## config.mk

```make
export PLATFORM = sky130hd
export DESIGN_NAME = opfwd_unit
export DESIGN_NICKNAME = d
export VERILOG_FILES = /design/src/rtl/opfwd_pkg.sv /design/src/rtl/fwd_hit.sv /design/src/rtl/fwd_opsel.sv /design/src/rtl/fwd_mux3.sv /design/src/rtl/fwd_store_byp.sv /design/src/rtl/opfwd_unit.sv
export SDC_FILE = /design/constraint.sdc
export NUM_CORES = 1
export LEC_CHECK = 0
export BUFFER_PORTS_ARGS = -buffer_cell sky130_fd_sc_hd__buf_2
export CAP_MARGIN = 20
export CORE_AREA = 2 2 113 115
export DETAILED_ROUTE_END_ITERATION = 16
export DIE_AREA = 0 0 115 117
export PLACE_DENSITY_LB_ADDON = 0.12
export REMOVE_ABC_BUFFERS = 1
export SYNTH_ARGS = -nofsm -noshare
export SYNTH_HDL_FRONTEND = slang
export SYNTH_SLANG_ARGS = --single-unit
```

## constraint.sdc

```tcl
create_clock -name vclk -period 3.2
set_input_delay 0.64 -clock vclk [all_inputs]
set_output_delay 0.64 -clock vclk [all_outputs]
set_load 0.005 [all_outputs]
```

## src/rtl/opfwd_pkg.sv

```systemverilog
package opfwd_pkg;

  // Operand source codes; the ALU input muxes decode these values.
  typedef enum logic [1:0] {
    SRC_REGFILE = 2'd0,
    SRC_WBACK   = 2'd1,
    SRC_EXMEM   = 2'd2
  } opsrc_e;

  // Store data source codes.
  typedef enum logic {
    ST_PIPE = 1'b0,
    ST_LOAD = 1'b1
  } stsrc_e;

endpackage

```

## src/rtl/fwd_hit.sv

```systemverilog
// One producer/consumer comparison: a valid writer whose destination
// names the consumer's nonzero source register.
module fwd_hit #(
  parameter int REG_W = 5
) (
  input  logic             wr_en,
  input  logic [REG_W-1:0] dst_idx,
  input  logic [REG_W-1:0] src_idx,
  output logic             hit
);
  localparam logic [REG_W-1:0] ZERO_IDX = '0;

  logic idx_eq;
  logic src_live;

  always_comb begin
    idx_eq   = (dst_idx == src_idx);
    src_live = (src_idx != ZERO_IDX);
    hit      = wr_en && idx_eq && src_live;
  end
endmodule

```

## src/rtl/fwd_opsel.sv

```systemverilog
// Source selection for one ALU operand; the younger stage has priority.
module fwd_opsel
  import opfwd_pkg::*;
#(
  parameter int REG_W = 5
) (
  input  logic             src_idx_i,
  input  logic [REG_W-1:0] src_idx,
  input  logic             exm_we,
  input  logic [REG_W-1:0] exm_dst,
  input  logic             mwb_we,
  input  logic [REG_W-1:0] mwb_dst,
  output opsrc_e           sel
);
  logic hit_exm;
  logic hit_mwb;

  fwd_hit #(.REG_W(REG_W)) u_hit_exm (
    .wr_en   (exm_we),
    .dst_idx (exm_dst),
    .src_idx (src_idx),
    .hit     (hit_exm)
  );

  fwd_hit #(.REG_W(REG_W)) u_hit_mwb (
    .wr_en   (mwb_we),
    .dst_idx (mwb_dst),
    .src_idx (src_idx),
    .hit     (hit_mwb)
  );

  always_comb begin
    sel = SRC_REGFILE;
    if (src_idx_i) begin
      if (hit_exm)      sel = SRC_EXMEM;
      else if (hit_mwb) sel = SRC_WBACK;
    end
  end
endmodule

```

## src/rtl/fwd_mux3.sv

```systemverilog
// Three-way operand multiplexer driven by an operand source code.
module fwd_mux3
  import opfwd_pkg::*;
#(
  parameter int DATA_W = 32
) (
  input  opsrc_e            sel,
  input  logic [DATA_W-1:0] rf_val,
  input  logic [DATA_W-1:0] wb_val,
  input  logic [DATA_W-1:0] em_val,
  output logic [DATA_W-1:0] dout
);
  always_comb begin
    unique case (sel)
      SRC_EXMEM: dout = em_val;
      SRC_WBACK: dout = wb_val;
      default:   dout = rf_val;
    endcase
  end
endmodule

```

## src/rtl/fwd_store_byp.sv

```systemverilog
// Memory-stage store data bypass from a load sitting in write-back.
module fwd_store_byp
  import opfwd_pkg::*;
#(
  parameter int REG_W  = 5,
  parameter int DATA_W = 32
) (
  input  logic              mem_is_store,
  input  logic              wb_is_load,
  input  logic              mwb_we,
  input  logic [REG_W-1:0]  mwb_dst,
  input  logic [REG_W-1:0]  mem_src,
  input  logic [DATA_W-1:0] mwb_val,
  input  logic [DATA_W-1:0] mem_store_val,
  output stsrc_e            sel,
  output logic [DATA_W-1:0] st_data
);
  logic pair_ok;
  logic hit;

  assign pair_ok = mem_is_store && wb_is_load && mwb_we;

  fwd_hit #(.REG_W(REG_W)) u_hit_ld (
    .wr_en   (pair_ok),
    .dst_idx (mwb_dst),
    .src_idx (mem_src),
    .hit     (hit)
  );

  always_comb begin
    sel     = hit ? ST_LOAD : ST_PIPE;
    st_data = (sel == ST_LOAD) ? mwb_val : mem_store_val;
  end
endmodule

```

## src/rtl/opfwd_unit.sv

```systemverilog
module opfwd_unit
  import opfwd_pkg::*;
#(
  parameter int REG_W  = 5,
  parameter int DATA_W = 32
) (
  input  logic [REG_W-1:0]  ex_rs,
  input  logic [REG_W-1:0]  ex_rt,
  input  logic [DATA_W-1:0] ex_rs_val,
  input  logic [DATA_W-1:0] ex_rt_val,
  input  logic              exm_we,
  input  logic [REG_W-1:0]  exm_dst,
  input  logic [DATA_W-1:0] exm_alu,
  input  logic              mwb_we,
  input  logic [REG_W-1:0]  mwb_dst,
  input  logic [DATA_W-1:0] mwb_val,
  input  logic              wb_is_load,
  input  logic              mem_is_store,
  input  logic [REG_W-1:0]  mem_src,
  input  logic [DATA_W-1:0] mem_store_val,
  output logic [1:0]        sel_a,
  output logic [1:0]        sel_b,
  output logic [DATA_W-1:0] opnd_a,
  output logic [DATA_W-1:0] opnd_b,
  output logic              st_sel,
  output logic [DATA_W-1:0] st_data
);
  localparam int NUM_OPS = 2;

  logic [REG_W-1:0]  op_idx [NUM_OPS];
  logic [DATA_W-1:0] op_rf  [NUM_OPS];
  logic [DATA_W-1:0] op_out [NUM_OPS];
  opsrc_e            op_sel [NUM_OPS];
  stsrc_e            st_code;

  assign op_idx[0] = ex_rs;
  assign op_idx[1] = ex_rt;
  assign op_rf[0]  = ex_rs_val;
  assign op_rf[1]  = ex_rt_val;

  for (genvar g = 0; g < NUM_OPS; g++) begin : g_op
    fwd_opsel #(.REG_W(REG_W)) u_sel (
      .src_idx_i (1'b1),
      .src_idx   (op_idx[g]),
      .exm_we    (exm_we),
      .exm_dst   (exm_dst),
      .mwb_we    (mwb_we),
      .mwb_dst   (mwb_dst),
      .sel       (op_sel[g])
    );

    fwd_mux3 #(.DATA_W(DATA_W)) u_mux (
      .sel    (op_sel[g]),
      .rf_val (op_rf[g]),
      .wb_val (mwb_val),
      .em_val (exm_alu),
      .dout   (op_out[g])
    );
  end

  fwd_store_byp #(.REG_W(REG_W), .DATA_W(DATA_W)) u_st (
    .mem_is_store  (mem_is_store),
    .wb_is_load    (wb_is_load),
    .mwb_we        (mwb_we),
    .mwb_dst       (mwb_dst),
    .mem_src       (mem_src),
    .mwb_val       (mwb_val),
    .mem_store_val (mem_store_val),
    .sel           (st_code),
    .st_data       (st_data)
  );

  assign sel_a  = op_sel[0];
  assign sel_b  = op_sel[1];
  assign opnd_a = op_out[0];
  assign opnd_b = op_out[1];
  assign st_sel = st_code;
endmodule

```

======== After elaboration in Yosys (flattened, before gate mapping) ========
Index checks and enable logic that the tools add are counted.
cells by class
  equality and inequality tests ........... 9
  muxes and demuxes ....................... 8
  reductions and logical operators ........ 15
operators by type and width
  cell                number
  $pmux 32 s2         2
  $mux 32             1
  $eq 5x5->1          5
  $reduce_bool 5->1   3
  $logic_and 1x1->1   12
  $eq 2x1->1 const B  2
  $eq 2x2->1 const B  2
  $mux 2              2
  $mux 1              3
word-level totals
  bits in registers ....................... 0
  input port bits ......................... 189
  output and inout port bits .............. 101
  word-level logic and storage cells ...... 32

======== Logic depth before layout (Yosys ltp) ========
Gate-level depths: netlist (run 1).
  word-level depth ........................ 7
  gate-level depth with buffers ........... 6

======== Cells and area by module ========
Synthesis (run 1) repeated with hierarchy kept, for this count alone.
second synthesis, totals
  cell total of the unflattened synthesis .. 318
  area, all modules ....................... 2210.9 um^2
by module, submodules not included
  module         times used  cells an instance  area each (um^2)  seq. area each (um^2)
  fwd_mux3       2           113                636.9             0.0
  fwd_store_byp  1           37                 550.5             0.0
  fwd_hit        5           10                 70.1              0.0
  fwd_opsel      2           2                  16.3              0.0
  opfwd_unit     1           1                  3.8               0.0

======== Worst setup path before layout (run 1) ========
Ideal clock, no wire load.
  path kind ............................... input port to output port
  from .................................... in ex_rs[1]
  to ...................................... out opnd_a[10]
  arrival ................................. 1.888 ns
  slack ................................... 0.672 ns
  cell stages on the path ................. 6
  path buffers ............................ 2
  cells stage by stage .................... or4_4 o211ai_2 or2_1 buf_2 buf_4 a31oi_1
between the ends
  longest elaborated chain between the ends .. 7
ends and longest elaborated chain
  what                                             RTL line          source
  start, declared                                  opfwd_unit.sv:7   input logic [REG_W-1:0] ex_rs,
  $eq 5x5->1                                       fwd_hit.sv:17     idx_eq = (dst_idx == src_idx);
  $logic_and 1x1->1 (2 in a row)                   fwd_hit.sv:19     hit = wr_en && idx_eq && src_live;
  $mux 1                                           fwd_opsel.sv:36   else if (hit_mwb) sel = SRC_WBACK;
  $mux 2 *                                         fwd_opsel.sv:35   if (hit_exm) sel = SRC_EXMEM;
  $eq 2x1->1 / $eq 2x2->1 (equally long branches)  fwd_mux3.sv:14    unique case (sel)
  $pmux 32 s2 *                                    fwd_mux3.sv:14
  end, declared                                    opfwd_unit.sv:23  output logic [DATA_W-1:0] opnd_a,
Every way passes the cells marked *; elsewhere a longest branch is shown, timed or not.

======== Worst setup path after layout (run 1) ========
  from .................................... in ex_rt[1]
  to ...................................... out opnd_b[27]
between the ends
  longest elaborated chain between the ends .. 7
ends and longest elaborated chain
  what                                             RTL line          source
  start, declared                                  opfwd_unit.sv:8   input logic [REG_W-1:0] ex_rt,
  $eq 5x5->1                                       fwd_hit.sv:17
  $logic_and 1x1->1 (2 in a row)                   fwd_hit.sv:19
  $mux 1                                           fwd_opsel.sv:36
  $mux 2 *                                         fwd_opsel.sv:35
  $eq 2x1->1 / $eq 2x2->1 (equally long branches)  fwd_mux3.sv:14
  $pmux 32 s2 *                                    fwd_mux3.sv:14
  end, declared                                    opfwd_unit.sv:24  output logic [DATA_W-1:0] opnd_b,
Marked as above.

==> impl_metrics.env, run 1 <==
export IMPL_yosysSeqAreaShare_pct=0
export IMPL_maxCapViolations=0
export IMPL_cts_hold_buf=0
export IMPL_drtPass1Iterations=5
export IMPL_grt_max_degree=33
export IMPL_num_io_pins=290
export IMPL_syn_inst=503
export IMPL_via_per_inst=5.380
export IMPL_postPlaceCellArea_mm2=0.004469
export IMPL_die_y_um=117
export IMPL_swShare_pct=56.48
export IMPL_rows=41
export IMPL_clockBufferCount=0
export IMPL_synth_area_leaders="a31oi_1, mux2_2, nand3_1"
export IMPL_clock_fmax_mhz=340.1
export IMPL_power_leakage_nw=1.993
export IMPL_relSlewSlack_pct=32.51
export IMPL_drtIter0Drc=313
export IMPL_yosys_area_top_type="a31oi_1"
export IMPL_tns_ns=0
export IMPL_path_max_fanout=18
export IMPL_core_area_mm2=0.01231
export IMPL_tightest_slew_ns=1.011
export IMPL_die_x_um=115
export IMPL_slew_viol_final=0
export IMPL_start_kind="input pin"
export IMPL_vias=4896
export IMPL_antenna_cells=0
export IMPL_min_path_type="in2out"
export IMPL_syn_to_final_growth_pct=58.05
export IMPL_final_cell_mix="buf_2, nor2_1, nand3_1, nor3_1, a31oi_1"
export IMPL_dpl_hpwl_um=12850
export IMPL_postLayoutCoreUtil_pct=36.30
export IMPL_hold_slack_ns=1.569
export IMPL_die_area_mm2=0.01346
export IMPL_mostFrequentLayoutCell="buf_2"
export IMPL_syn_area_mm2=0.002828
export IMPL_wl_per_cell_um=17.98
export IMPL_syn_mean_instance_area_um2=5.622
export IMPL_worst_ep_required_time_ns=2.56
export IMPL_seqCellArea_um2=0
export IMPL_ant_nets=0
export IMPL_design_area_mm2=0.004469
export IMPL_drc=0
export IMPL_setup_viol_count_final=0
export IMPL_ir_drop_mv=0.05608
export IMPL_hold_start="mem_store_val[26]"
export IMPL_cts_resized=0
export IMPL_p_switching_mw=0.3341
export IMPL_outcome="complete, no violations"
export IMPL_rsz0062_at_grt="false"
export IMPL_fin_crit_ns=2.940
export IMPL_synthDistinctLibCells=28
export IMPL_finalNetCount=951
export IMPL_gp_congestion=0.8548
export IMPL_finalHoldViolations=0
export IMPL_initial_core_util_pct=22.97
export IMPL_pwr_share_clk_pct=0
export IMPL_antenna_found_initial=0
export IMPL_p_comb_share_pct=100.0
export IMPL_yosysTopAreaCellShare_pct=14.16
export IMPL_portBuffers=290
export IMPL_critPathLaunch="ex_rt[1]"
export IMPL_powerDensity_mw_per_mm2=132.3
export IMPL_power_frac_seq_pct=0
export IMPL_design_seq_count=0
export IMPL_yosysWarnings=0
export IMPL_critPathCaptureType="primary output"
export IMPL_critical_path_class="in2out"
export IMPL_grt_pass1_wl_um=24250
export IMPL_drive_gt1_share_pct=48.29
export IMPL_grt_usage_pct=22.29
export IMPL_post_cts_buffers=0
export IMPL_grt_pass1_vias=4825
export IMPL_cp_arrival_ns=2.30
export IMPL_internal_power_mw=0.2574
export IMPL_gr_total_overflow=0
export IMPL_min_period_over_period_pct=91.89
export IMPL_totalWireLength_um=16360
## routing by layer
| layer | global-route usage [%] | up-vias | part of all wire [%] |
|---|---|---|---|
| met5 | 0 | - | 0 |
| met4 | 4.819 | 0 | 1.3 |
| met3 | 1.442 | 24 | 7.5 |
| met2 | 43.73 | 280 | 52 |
| met1 | 26.51 | 2239 | 39 |
| li1 | - | 2353 | - |
## stage by stage
step | setup WS, ns | cells | total power, mW
4_1_cts | 0.2543 | 910 | 0.5901
2_1_floorplan | -0.3457 | 439 | 0.2393
3_5_place_dp | 0.2541 | 910 | 0.5875
5_1_grt | 0.1562 | 910 | 0.6459
3_3_place_gp | 0.2795 | 910 | 0.5831
6_report | 0.2597 | 910 | 0.5915
## power by group through the flow
stage	clock network, mW	registers (mW)	logic [mW]
3_3_place_gp	0	0	0.583
4_1_cts	0	0	0.590
5_1_grt	0	0	0.646
6_report	0	0	0.592
2_1_floorplan	0	0	0.239
3_5_place_dp	0	0	0.587
## area by class of cell
class | count | area (µm²)
fillers | 1404 | 7843
inverters | 6 | 22.52
multi-input cells | 433 | 2575
well taps | 150 | 187.7
repair buffers | 321 | 1684
## worst max-delay path, cell delays in order
cell and delay, ns:
buf_2 0.16, or4_4 0.56, o211ai_2 0.19, buf_4 0.26
o21ai_0 0.11, a31oi_1 0.22, buf_2 0.15
## worst paths after layout
check | to | depth (start not counted)
worst max-delay path | opnd_b[27] | 7
worst min-delay path | st_data[26] | 3
## Yosys cell counts
cell type and instances:
a222oi_1 1, a31oi_1 64, and3_1 1, and4_1 2
buf_1 5, buf_2 16, buf_4 9, clkbuf_1 32
clkbuf_2 2, inv_1 4, inv_2 2, mux2_2 32
nand2_1 32, nand3_1 64, nand4_1 4, nor2_1 66
nor3_1 64, nor3_2 2, nor4_1 1, o2111ai_2 1
o211ai_2 4, o21ai_0 56, o21ai_1 8, o221a_2 1
or2_1 4, or4_4 2, xnor2_1 20, xor2_1 4
## logic make-up after synthesis
logic type	synth area share (%)
compound gates	28.54
xor+xnor	7.434
buf+inv	11.28
mux	12.74
simple gates	40.00
(Power assumes the default switching activity.)
==> run 2: changes to the inputs <==
Clock period 3.2 ns to 3.1 ns, I/O delays scaled along.
==> impl_metrics.env, run 2 (same netlist as run 1, synthesis figures left out) <==
export IMPL_grt_usage_pct=21.32
export IMPL_rows=41
export IMPL_slew_viol_final=0
export IMPL_design_seq_count=0
export IMPL_final_cells=909
export IMPL_setup_viol_count_final=0
export IMPL_cts_resized=0
export IMPL_ant_nets=0
export IMPL_place_inst=909
export IMPL_rsz0062_at_grt="false"
export IMPL_internal_power_mw=0.2653
export IMPL_cts_hold_buf=0
export IMPL_mostFrequentLayoutCell="buf_2"
export IMPL_drtIter0Drc=289
export IMPL_post_cts_buffers=0
export IMPL_grt_pass1_vias=4707
export IMPL_hold_slack_ns=1.533
export IMPL_die_x_um=115
export IMPL_gp_congestion=0.8496
export IMPL_maxCapViolations=0
export IMPL_drtPass1Iterations=5
export IMPL_portBuffers=290
export IMPL_start_kind="input pin"
export IMPL_preCtsSetupSlack_ns=0.1946
export IMPL_fin_crit_ns=2.892
export IMPL_drc=0
export IMPL_whs_path_depth=3
export IMPL_core_area_mm2=0.01231
export IMPL_grt_pass1_wl_um=23250
export IMPL_p_switching_mw=0.3331
export IMPL_antenna_found_initial=0
export IMPL_clock_fmax_mhz=345.7
export IMPL_die_area_mm2=0.01346
export IMPL_drive_gt1_share_pct=48.22
export IMPL_min_period_over_period_pct=93.30
export IMPL_min_path_type="in2out"
export IMPL_tightest_slew_ns=0.9364
export IMPL_powerDensity_mw_per_mm2=134.1
export IMPL_finalHoldViolations=0
export IMPL_power_leakage_nw=1.989
export IMPL_syn_to_final_growth_pct=57.79
export IMPL_grt_max_degree=33
export IMPL_setup_slack_ns=0.2076
export IMPL_num_io_pins=290
export IMPL_pwr_share_clk_pct=0
export IMPL_vias=4852
export IMPL_power_frac_seq_pct=0
export IMPL_wl_per_cell_um=17.23
export IMPL_critPathCaptureType="primary output"
export IMPL_postPlaceCellArea_mm2=0.004462
export IMPL_totalWireLength_um=15660
export IMPL_finalNetCount=950
export IMPL_p_comb_share_pct=100.0
export IMPL_worst_ep_required_time_ns=2.48
export IMPL_hold_start="mem_store_val[17]"
export IMPL_min_to="st_data[17]"
export IMPL_critical_path_class="in2out"
export IMPL_ir_drop_mv=0.07123
export IMPL_design_area_mm2=0.004462
export IMPL_antenna_cells=0
export IMPL_path_max_fanout=18
export IMPL_relSlewSlack_pct=37.47
export IMPL_initial_core_util_pct=22.97
export IMPL_outcome="complete, no violations"
export IMPL_gr_total_overflow=0
export IMPL_cp_arrival_ns=2.27
export IMPL_clockBufferCount=0
export IMPL_die_y_um=117
export IMPL_via_per_inst=5.338
export IMPL_seqCellArea_um2=0
export IMPL_swShare_pct=55.66
export IMPL_final_cell_mix="buf_2, nor2_1, nand3_1, nor3_1, a31oi_1"
export IMPL_dpl_hpwl_um=12600
## run 2: cell types whose count changed in the layout (fill, tap and decap cells not counted), sizes merged
cell	previous run	this run
buf	321	320
## run 2: cell type report
type	instances	area, µm²
inverters	6	22.52
well taps	150	187.7
multi-input cells	433	2575
repair buffers	320	1677
fillers	1386	7850
## run 2: layer usage
layer  up-vias  GRT usage, %  wire length [µm]
met5         -             0                 0
met1      2231         25.10              6128
met3        18         2.626              1250
met4         0         5.221               196
met2       251         40.90              8083
li1       2352             -                 -
## run 2: how the worst max path moves through the flow
stage	startpoint	to	slack, ns	cells past startpoint
finish	ex_rt[1]	opnd_b[27]	0.21	7
detailed placement	ex_rt[1]	opnd_b[27]	0.19	7
CTS	ex_rt[1]	opnd_b[27]	0.19	7
global route	ex_rt[1]	sel_b[0]	0.09	8
global placement	ex_rt[1]	opnd_b[27]	0.21	7
floorplan	ex_rs[1]	sel_a[0]	-0.41	5
## run 2: critical path, cell delays in order
cell,delay [ns]
buf_2,0.16
or4_4,0.56
o211ai_2,0.19
buf_4,0.27
o21ai_0,0.11
a31oi_1,0.20
buf_2,0.15
## run 2: metrics by stage
stage / power, mW / TNS [ns] / utilization, %
after detailed placement: 0.5983 / 0 / 36.24
after floorplan: 0.2471 / -19.57 / -
after global routing: 0.6578 / 0 / 36.24
final: 0.5983 / 0 / 36.24
after CTS: 0.6003 / 0 / 36.24
after global placement: 0.5938 / 0 / 36.24
## run 2: power groups by stage
stage                     combinational, mW  sequential, mW  clock [mW]
after CTS                             0.600               0           0
after global placement                0.594               0           0
after global routing                  0.658               0           0
after detailed placement              0.598               0           0
final                                 0.598               0           0
after floorplan                       0.247               0           0
